`src/rtl/dpsk_tx_pkg.sv`:
```
package dpsk_tx_pkg;

  localparam int unsigned SPS_DEFAULT = 10;
  localparam int unsigned TBL_W       = 8;
  localparam int unsigned GRP_MAX     = 3;
  localparam int unsigned GRP_CNT_W   = 2;
  localparam int unsigned PH_W        = 3;

  typedef struct packed {
    logic               wide;
    logic [GRP_MAX-1:0] bits;
  } group_t;

  // Phase index -> in-phase amplitude, 45 degrees per step
  function automatic logic signed [TBL_W-1:0] pt_cos(input logic [PH_W-1:0] p);
    case (p)
      3'd0:    return  8'sd127;
      3'd1:    return  8'sd90;
      3'd2:    return  8'sd0;
      3'd3:    return -8'sd90;
      3'd4:    return -8'sd127;
      3'd5:    return -8'sd90;
      3'd6:    return  8'sd0;
      default: return  8'sd90;
    endcase
  endfunction

  function automatic logic signed [TBL_W-1:0] pt_sin(input logic [PH_W-1:0] p);
    return pt_cos(p - 3'd2);
  endfunction

  // Carrier tables, ten samples per period
  function automatic logic signed [TBL_W-1:0] car_sin(input logic [3:0] n);
    case (n)
      4'd0:    return  8'sd0;
      4'd1:    return  8'sd75;
      4'd2:    return  8'sd121;
      4'd3:    return  8'sd121;
      4'd4:    return  8'sd75;
      4'd5:    return  8'sd0;
      4'd6:    return -8'sd75;
      4'd7:    return -8'sd121;
      4'd8:    return -8'sd121;
      default: return -8'sd75;
    endcase
  endfunction

  function automatic logic signed [TBL_W-1:0] car_cos(input logic [3:0] n);
    case (n)
      4'd0:    return  8'sd127;
      4'd1:    return  8'sd103;
      4'd2:    return  8'sd39;
      4'd3:    return -8'sd39;
      4'd4:    return -8'sd103;
      4'd5:    return -8'sd127;
      4'd6:    return -8'sd103;
      4'd7:    return -8'sd39;
      4'd8:    return  8'sd39;
      default: return  8'sd103;
    endcase
  endfunction

  // Gray decode of a bit group into a phase step in eighths of a turn
  function automatic logic [PH_W-1:0] gray_step(input group_t g);
    logic b2, b1, b0;
    b2 = g.bits[2];
    b1 = g.bits[1];
    b0 = g.bits[0];
    if (g.wide) return {b2, b2 ^ b1, b2 ^ b1 ^ b0};
    else        return {b1, b1 ^ b0, 1'b0};
  endfunction

endpackage

```
`src/rtl/dpsk_bit_grouper.sv`:
```
module dpsk_bit_grouper
  import dpsk_tx_pkg::*;
(
  input  logic   clk,
  input  logic   rst,
  input  logic   mode_i,
  input  logic   bit_valid_i,
  input  logic   bit_data_i,
  input  logic   take_i,
  output logic   bit_ready_o,
  output logic   grp_full_o,
  output group_t grp_o
);

  logic [GRP_CNT_W-1:0] cnt_q;
  logic [GRP_MAX-1:0]   shreg_q;
  logic                 wide_q;
  logic                 full_q;
  logic                 eff_wide;
  logic [GRP_CNT_W-1:0] need;
  logic                 accept;

  // Mode is captured with the first bit of a group and held after that
  assign eff_wide    = (cnt_q == '0) ? mode_i : wide_q;
  assign need        = eff_wide ? GRP_CNT_W'(3) : GRP_CNT_W'(2);
  assign bit_ready_o = !full_q;
  assign accept      = bit_valid_i && !full_q;

  always_ff @(posedge clk) begin
    if (rst) begin
      cnt_q   <= '0;
      shreg_q <= '0;
      wide_q  <= 1'b0;
      full_q  <= 1'b0;
    end else if (take_i) begin
      cnt_q  <= '0;
      full_q <= 1'b0;
    end else if (accept) begin
      cnt_q  <= cnt_q + 1'b1;
      wide_q <= eff_wide;
      if (cnt_q == '0) shreg_q <= {{(GRP_MAX-1){1'b0}}, bit_data_i};
      else             shreg_q <= {shreg_q[GRP_MAX-2:0], bit_data_i};
      if (GRP_CNT_W'(cnt_q + 1'b1) == need) full_q <= 1'b1;
    end
  end

  assign grp_full_o = full_q;
  assign grp_o      = '{wide: wide_q, bits: shreg_q};

endmodule

```
`src/rtl/dpsk_symbol_seq.sv`:
```
module dpsk_symbol_seq
  import dpsk_tx_pkg::*;
#(
  parameter int unsigned SPS   = SPS_DEFAULT,
  parameter int unsigned IDX_W = $clog2(SPS)
) (
  input  logic             clk,
  input  logic             rst,
  input  logic             grp_full_i,
  input  group_t           grp_i,
  output logic             take_o,
  output logic             busy_o,
  output logic             first_o,
  output logic [IDX_W-1:0] idx_o,
  output logic [PH_W-1:0]  phase_o
);

  logic             busy_q;
  logic [IDX_W-1:0] idx_q;
  logic [PH_W-1:0]  phase_q;
  logic             boundary;

  assign boundary = !busy_q || (idx_q == IDX_W'(SPS - 1));
  assign take_o   = boundary && grp_full_i;

  always_ff @(posedge clk) begin
    if (rst) begin
      busy_q  <= 1'b0;
      idx_q   <= '0;
      phase_q <= '0;
    end else if (boundary) begin
      idx_q  <= '0;
      busy_q <= grp_full_i;
      if (grp_full_i) phase_q <= phase_q + gray_step(grp_i);
    end else begin
      idx_q <= idx_q + 1'b1;
    end
  end

  assign busy_o  = busy_q;
  assign first_o = busy_q && (idx_q == '0);
  assign idx_o   = idx_q;
  assign phase_o = phase_q;

endmodule

```
`src/rtl/dpsk_iq_mixer.sv`:
```
module dpsk_iq_mixer
  import dpsk_tx_pkg::*;
#(
  parameter int unsigned IDX_W = 4,
  parameter int unsigned OUT_W = 10,
  parameter int unsigned SHIFT = 5
) (
  input  logic             clk,
  input  logic             rst,
  input  logic             busy_i,
  input  logic             first_i,
  input  logic [IDX_W-1:0] idx_i,
  input  logic [PH_W-1:0]  phase_i,
  output logic [OUT_W-1:0] sample_o,
  output logic             valid_o,
  output logic             start_o
);

  localparam int unsigned SUM_W = 2 * TBL_W + 1;
  localparam logic signed [SUM_W-1:0] MAXV = SUM_W'((1 << (OUT_W - 1)) - 1);
  localparam logic signed [SUM_W-1:0] MINV = -SUM_W'(1 << (OUT_W - 1));

  logic signed [TBL_W-1:0] i_v, q_v, s_v, c_v;
  logic signed [SUM_W-1:0] sum, scaled;
  logic        [OUT_W-1:0] sat;

  assign i_v = pt_cos(phase_i);
  assign q_v = pt_sin(phase_i);
  assign s_v = car_sin(4'(idx_i));
  assign c_v = car_cos(4'(idx_i));

  assign sum    = i_v * s_v + q_v * c_v;
  assign scaled = sum >>> SHIFT;

  always_comb begin
    if (scaled > MAXV)      sat = MAXV[OUT_W-1:0];
    else if (scaled < MINV) sat = MINV[OUT_W-1:0];
    else                    sat = scaled[OUT_W-1:0];
  end

  always_ff @(posedge clk) begin
    if (rst) begin
      sample_o <= '0;
      valid_o  <= 1'b0;
      start_o  <= 1'b0;
    end else begin
      sample_o <= busy_i ? sat : '0;
      valid_o  <= busy_i;
      start_o  <= first_i;
    end
  end

endmodule

```
`src/rtl/dpsk_tx.sv`:
```
module dpsk_tx
  import dpsk_tx_pkg::*;
#(
  parameter int unsigned SAMPLES_PER_SYM = SPS_DEFAULT,
  parameter int unsigned OUT_W           = 10,
  parameter int unsigned SHIFT           = 5
) (
  input  logic             clk,
  input  logic             rst,
  input  logic             mode_sel,
  input  logic             bit_valid,
  input  logic             bit_data,
  output logic             bit_ready,
  output logic [OUT_W-1:0] out_sample,
  output logic             out_valid,
  output logic             out_sym_start
);

  localparam int unsigned IDX_W = $clog2(SAMPLES_PER_SYM);

  group_t           grp;
  logic             grp_full;
  logic             sym_take;
  logic             busy;
  logic             first;
  logic [IDX_W-1:0] idx;
  logic [PH_W-1:0]  phase_idx;

  dpsk_bit_grouper u_grp (
    .clk        (clk),
    .rst        (rst),
    .mode_i     (mode_sel),
    .bit_valid_i(bit_valid),
    .bit_data_i (bit_data),
    .take_i     (sym_take),
    .bit_ready_o(bit_ready),
    .grp_full_o (grp_full),
    .grp_o      (grp)
  );

  dpsk_symbol_seq #(.SPS(SAMPLES_PER_SYM), .IDX_W(IDX_W)) u_seq (
    .clk       (clk),
    .rst       (rst),
    .grp_full_i(grp_full),
    .grp_i     (grp),
    .take_o    (sym_take),
    .busy_o    (busy),
    .first_o   (first),
    .idx_o     (idx),
    .phase_o   (phase_idx)
  );

  dpsk_iq_mixer #(.IDX_W(IDX_W), .OUT_W(OUT_W), .SHIFT(SHIFT)) u_mix (
    .clk     (clk),
    .rst     (rst),
    .busy_i  (busy),
    .first_i (first),
    .idx_i   (idx),
    .phase_i (phase_idx),
    .sample_o(out_sample),
    .valid_o (out_valid),
    .start_o (out_sym_start)
  );

endmodule

```
`config.mk`:
```
export PLATFORM = sky130hd
export DESIGN_NAME = dpsk_tx
export DESIGN_NICKNAME = d
export VERILOG_FILES = /design/src/rtl/dpsk_tx_pkg.sv /design/src/rtl/dpsk_bit_grouper.sv /design/src/rtl/dpsk_symbol_seq.sv /design/src/rtl/dpsk_iq_mixer.sv /design/src/rtl/dpsk_tx.sv
export SDC_FILE = /design/constraint.sdc
export NUM_CORES = 1
export LEC_CHECK = 0
export CAP_MARGIN = 20
export CELL_PAD_IN_SITES_DETAIL_PLACEMENT = 0
export CELL_PAD_IN_SITES_GLOBAL_PLACEMENT = 2
export CORE_ASPECT_RATIO = 0.8
export CORE_UTILIZATION = 46
export CTS_CLUSTER_DIAMETER = 120
export DETAILED_ROUTE_END_ITERATION = 12
export DONT_BUFFER_PORTS = 1
export GPL_TIMING_DRIVEN = 0
export MAX_ROUTING_LAYER = met4
export PLACE_DENSITY_LB_ADDON = 0.1
export SLEW_MARGIN = 20
export SYNTH_ARGS = -nofsm -noshare
export SYNTH_HDL_FRONTEND = slang
export SYNTH_SLANG_ARGS = --single-unit
export TNS_END_PERCENT = 20
```
`constraint.sdc`:
```
create_clock -name clk -period 19.47 [get_ports clk]
set_input_delay 0.9735 -clock clk [delete_from_list [all_inputs] [get_ports clk]]
set_output_delay 0.9735 -clock clk [all_outputs]
set_load 0.005 [all_outputs]
```
======== After elaboration in Yosys (flattened, before gate mapping) ========
Memories as Yosys holds them, arrays and structs flattened. A register that Yosys moved wholly into a read port is not among the register bits.
Cells that the tools add are included.
cells by class
  multiplexer cells ....................... 13
  bitwise gates (word level) .............. 5
  shifts and indexed selects .............. 0
  order comparisons ....................... 2
  reductions and logical operators ........ 21
  $add $sub $neg .......................... 5
  div/mod/pow operators ................... 0
  equality and inequality tests ........... 12
  $mul .................................... 2
operator list
  kind                                                                             count
  8-bit one-hot mux with 4 select lines                                            2
  8-bit by 8-bit multiplier with 16-bit output                                     2
  3-bit == test (second input constant)                                            6
  16-bit by 16-bit adder with 17-bit output                                        1
  3-bit two-way mux                                                                5
  2-bit OR reduction                                                               7
  3-bit by 2-bit == test with 1-bit output (second input constant)                 4
  12-bit by 10-bit > comparator with 1-bit output (second input constant)          1
  12-bit by 10-bit less-than comparator with 1-bit output (second input constant)  1
  10-bit two-way mux                                                               1
  9-bit two-way mux                                                                1
  4-bit two-way mux                                                                2
  3-bit zero test                                                                  2
  2-bit AND reduction                                                              3
  4-bit by 1-bit adder with 4-bit output (second input constant)                   1
  4-bit == test (second input constant)                                            1
  4-bit zero test                                                                  1
  3-bit adder                                                                      1
  1-bit logical AND                                                                3
  3-bit OR reduction                                                               1
  3-bit by 2-bit subtractor with 3-bit output (second input constant)              1
  1-bit bitwise XOR                                                                3
  2-bit by 1-bit adder with 2-bit output (second input constant)                   1
  2-bit == test                                                                    1
  other kinds (5)                                                                  8
word-level totals
  memories ................................ 2
  RAM bits ................................ 0
  input port bits ......................... 5
  bits in read-only memories .............. 240
  output and inout bits ................... 13
  bits in latches ......................... 0
  bits in registers ....................... 27
memory list
  name              depth  width  rd ports  clocked after memory_dff  wr ports  RTL line           text
  (name not given)  16     8      1         1                         0         dpsk_tx_pkg.sv:34  case (n)
  (name not given)  16     7      1         1                         0         dpsk_tx_pkg.sv:49  case (n)

======== Logic depth before layout (Yosys ltp) ========
  depth after elaboration ................. 9
  gate-level depth with buffers ........... 26
  gate-level depth less buffers ........... 25

======== Cells and area by module ========
From an unflattened synthesis, not the netlist that was laid out.
second synthesis, totals
  cells, all modules ...................... 662
  area total of the unflattened synthesis .. 6,117.1 um2
by module, submodules not included
  module            area an instance (um2)  instances  cells an instance  seq. area each (um2)
  dpsk_iq_mixer     5,285.1                 1          574                240.2
  dpsk_symbol_seq   500.5                   1          54                 160.2
  dpsk_bit_grouper  331.6                   1          34                 140.1

======== Worst setup path after synthesis ========
OpenSTA, ideal clock, no wires.
  path type ............................... register -> register
  start ................................... reg u_seq.phase_q[1] (netlist: u_seq.phase_o[1])
  end ..................................... reg u_mix.sample_o[1]
  buffers on the path ..................... 1
  arrival ................................. 6,387 ps
  data required time ...................... 19,335 ps
  stages on the path, launching flop included .. 26
  slack ................................... 12,947 ps
  setup time .............................. 135 ps
  period minus slack after synthesis ...... 6,523 ps
  cells stage by stage .................... dfxtp_1 -> clkbuf_1 -> nor2_1 -> nor2_1 -> a31oi_1 -> and2_1 -> inv_1 -> fa_1 -> inv_1 -> fa_1 -> inv_1 -> fa_1 -> inv_1 -> fa_1 -> fa_1 -> inv_1 -> fa_1 -> inv_1 -> ha_1 -> o211ai_1 -> nand2_1 -> a221o_1 -> a31oi_4 -> mux2_4 -> and2_2 -> a2bb2oi_1
on the way
  cells in the longest elaborated chain, start to end .. 9
  elaborated cells between the ends (all ways) .. 26
  classes of those cells .................. add/sub (2); mul (2); order compare (2); eq/ne (10); mux (4); reduce/logical (6)
RTL lines
  item                                                                              RTL line               text
  start, declared                                                                   dpsk_symbol_seq.sv:20  logic [PH_W-1:0] phase_q;
  start signal, assigned                                                            dpsk_symbol_seq.sv:34  if (grp_full_i) phase_q <= phase_q + gray_step(grp_i);
  3-bit by 2-bit subtractor with 3-bit output                                       dpsk_tx_pkg.sv:29      return pt_cos(p - 3'd2);
  3-bit by 2-bit == test with 1-bit output / 3-bit == test (equally long branches)  dpsk_tx_pkg.sv:16      case (p)
  2-bit OR reduction (no line)                                                      --
  8-bit one-hot mux with 4 select lines                                             dpsk_tx_pkg.sv:16
  8-bit by 8-bit multiplier with 16-bit output                                      dpsk_iq_mixer.sv:32    assign sum = i_v * s_v + q_v * c_v;
  16-bit by 16-bit adder with 17-bit output (*)                                     dpsk_iq_mixer.sv:32
  12-bit by 10-bit less-than comparator with 1-bit output                           dpsk_iq_mixer.sv:37    else if (scaled < MINV) sat = MINV[OUT_W-1:0];
  10-bit two-way mux                                                                dpsk_iq_mixer.sv:37
  9-bit two-way mux (*)                                                             dpsk_iq_mixer.sv:36    if (scaled > MAXV) sat = MAXV[OUT_W-1:0];
  end signal, assigned                                                              dpsk_iq_mixer.sv:47    sample_o <= busy_i ? sat : '0;
  end, declared                                                                     dpsk_iq_mixer.sv:14    output logic [OUT_W-1:0] sample_o,
Mark *: on every way between the ends. The rest lies on a longest branch, timed or not.
A chain may end at the register's enable or synchronous reset.

======== Worst setup path in the final report ========
  start ................................... reg u_seq.phase_q[0] (netlist: u_seq.phase_o[0])
  end ..................................... reg u_mix.sample_o[0]
Same word-level chain as after synthesis.

==> metrics.md <==
| Metric | Value |
|---|---|
| Yosys reg bits | 36 |
| Largest net degree at the start of global routing | 13 |
| N_diodes | 0 |
| Hold Path Depth | 1 |
| R2R cell count | 23 |
| Reg-to-reg setup timing slack | 12.07 ns |
| Initial Util | 47.0% |
| Required @ worst endpoint | 19.67 ns |
| # resized after CTS | 0 |
| Sequential area share after synthesis | 11.3% |
| Worst Tran Pin Value | 0.799 ns |
| DRT Pass-1 Iters | 4 |
| Post-synth net total | 883 |
| Yosys cell types | 48 |
| Startpoint types | flop |
| Boundary Pins | 18 |
| Max clock buf depth | 2 |
| Skew-Pair Late Insertion Delay | 0.28 ns |
| Fin crit period | 7.40 ns |
| Hold_buf cts | 0 |
| Die Span Y | 107 um |
| GP Congestion | 0.887 |
| Most frequent cells in the layout | 192 x inv_1, 121 x fa_1, 69 x ha_1 |
| P&R area growth vs syn | 5.89% |
| Final setup fails | 0 |
| Tot Pwr | 0.244 mW |
| Antenna violations before repair | 0 |
| Post-synth ARST share | 0% |
| Vias in the first global route | 4,627 |
| Syn_area_per_cell | 9.26 um^2 |
| TritonCTS buffer count | 5 |
| Max_slew headroom | 46.4% |
| RSZ-0062 raised after global routing | no |
| CP endpoint kind | flop |
| Setup TNS | 0 ns |
| Static Leak | 3.56 nW |
| Nets | 890 |
| DR vias/cell | 4.86 |
| DR WL met3 | 451 um |
| Final ANT Viol Nets | 0 |
| Total grt overflow | 0 |
| Detailed placement HPWL | 11.9 mm |
| Global-route usage over all layers | 21.8% |
| Residual DRC | 0 |
| Commonest non-fill, non-tap cell in the layout | inv_1 |
| Pwr Density | 36.2 nW/um^2 |
| EDFF count, synth | 0 |
| Crit Path Max Fanout | 10 |
| CTS root buf | clkbuf_16 |
| Most used DFF post-synth | dfxtp_1 |
| Share of cells above drive strength 1 | 3.59% |
| Synth Cell Area | 6370 um^2 |
| Setup bufs post-CTS | 0 |
| RR Startpoint | u_seq.phase_o[0] |
| Metal2 WL | 6.42 mm |
| Post-DR wirelength/cell | 15.3 um |
| Outcome | complete, no violations |
| Max rail drop VDD | 0.0000316 V |
| Final period util | 38.0% |
| Core Area | 13,600 um^2 |
| CTS tree | done |
| Fin. Hold Viols | 0 |
| Hold EP | u_mix.start_o |
| Synth warnings | 0 |
| HP Start | u_seq.idx_o[3] |
| First-pass GRT wire length | 23.3 mm |
| Clk sinks | 36 |
| Top sig layer | met4 |
| Clock skew | 0.00532 ns |
| Final wirelength | 13.4 mm |
| Die W | 134 um |
| # port buffers | 0 |
| Htree depth | 2 |
| Metal-1 WL | 6.51 mm |
| Die Footprint | 14,300 um^2 |
| Reg clk slew, reported paths | 0.06 ns |
| Hold WC Path Type | flop to flop |
| Max Fclk | 0.135 GHz |
| Initial DRC count | 200 |
| Row count | 38 |
| Via count | 4,255 |
| CP Data Arrival Time | 7.60 ns |
| # fillers | 1,321 |
| CP Launch Point | u_seq.phase_o[0] |
| Mapped Cells | 688 |
| Slew Limit Fails | 0 |
| Total of max-cap violations | 0 |
| RR Endpoint | u_mix.sample_o[0] |
| Crit Path Class | flop to flop |
==> sequential cells by signal (all words and copies together) (netlist names) <==
register	cells
u_grp.cnt_q	2
u_grp.grp_full_o	1
u_grp.shreg_q	3
u_grp.wide_q	1
u_mix.c_v	4
u_mix.s_v	5
u_mix.sample_o	10
u_mix.start_o	1
u_mix.valid_o	1
u_seq.busy_o	1
u_seq.idx_o	4
u_seq.phase_o	3
==> layout make-up <==
type	instances	area [um^2]	area share (%)
flip-flops and latches	36	721	10.7
clock inverters	1	7.51	0.111
clock buffers	7	143	2.12
plain buffers	9	35.0	0.519
well taps	180	225	3.34
multi-input cells	449	4880	72.4
inverters	194	728	10.8
==> logic make-up after synthesis <==
| group | Yosys count | synth area share, % |
|---|---|---|
| flip-flops | 36 | 11.3 |
| adder cells (fa/ha/maj) | 190 | 51.6 |
| buffers and inverters | 203 | 12.0 |
| AO/OA/AOI/OAI | 57 | 6.03 |
| multiplexers | 11 | 1.87 |
| XOR/XNOR | 40 | 5.62 |
| AND/OR/NAND/NOR | 151 | 11.6 |
==> worst max path at each step <==
stage / endpoint
after floorplan: u_mix.sample_o[1]
after global placement: u_mix.sample_o[5]
after detailed placement: u_mix.sample_o[2]
after CTS: u_mix.sample_o[2]
after global routing: u_mix.sample_o[6]
final: u_mix.sample_o[0]
==> layer usage <==
| layer | GRT usage [%] | vias up |
|---|---|---|
| li1 | - | 2079 |
| met1 | 30.4 | 2124 |
| met2 | 36.0 | 48 |
| met3 | 2.13 | 4 |
| met4 | 1.95 | 0 |
| met5 | - | - |
==> critical path, cell delays in order, from the launching register on <==
cell	delay (ns)
dfxtp_1	0.36
clkbuf_1	0.26
nor2_1	0.51
nor2_1	0.18
nand2_1	0.35
inv_1	0.23
fa_1	0.62
inv_1	0.06
fa_1	0.47
inv_1	0.06
fa_1	0.50
fa_1	0.52
fa_1	0.55
inv_1	0.05
fa_1	0.57
inv_1	0.05
ha_1	0.34
o211ai_1	0.19
nand2_1	0.10
a221o_1	0.37
a31oi_4	0.24
xnor2_1	0.38
nand4_1	0.19
a22oi_1	0.18
==> where the power goes <==
part,total (mW),switching [mW],internal [mW]
combinational,0.0829,0.0495,0.0334
clock,0.0804,0.0294,0.0509
sequential,0.0806,0.00351,0.0770
total,0.244,0.0825,0.161
==> Yosys cell counts (all sizes together) (5+ instances only) <==
| cell type | count | area (um^2) |
|---|---|---|
| a21o | 6 | 45.0 |
| and3 | 6 | 38.8 |
| xor2 | 6 | 52.6 |
| ha | 69 | 863 |
| and2 | 15 | 95.1 |
| nand2 | 46 | 173 |
| nand4 | 6 | 37.5 |
| fa | 121 | 2420 |
| nor2b | 10 | 62.6 |
| a21oi | 16 | 80.1 |
| xnor2 | 34 | 305 |
| a22oi | 5 | 37.5 |
| nand2b | 6 | 45.0 |
| nand3 | 13 | 65.1 |
| clkbuf | 8 | 30.0 |
| mux2i | 7 | 70.1 |
| nor2 | 36 | 135 |
| inv | 194 | 728 |
| dfxtp | 36 | 721 |
| o21ai | 12 | 63.8 |
==> stage by stage <==
step | area [um^2] | util [%] | instances | hold slack, ns | worst slack, ns
after global placement | 6590 | 48.7 | 868 | 0.472 | 11.97
after floorplan | 6370 | - | 688 | 0.440 | 12.95
after global routing | 6740 | 49.8 | 876 | 0.495 | 11.56
after detailed placement | 6590 | 48.7 | 868 | 0.468 | 11.92
after CTS | 6740 | 49.8 | 876 | 0.470 | 11.89
final | 6740 | 49.8 | 876 | 0.471 | 12.07
No activity file was read; power rests on OpenSTA's default activity.
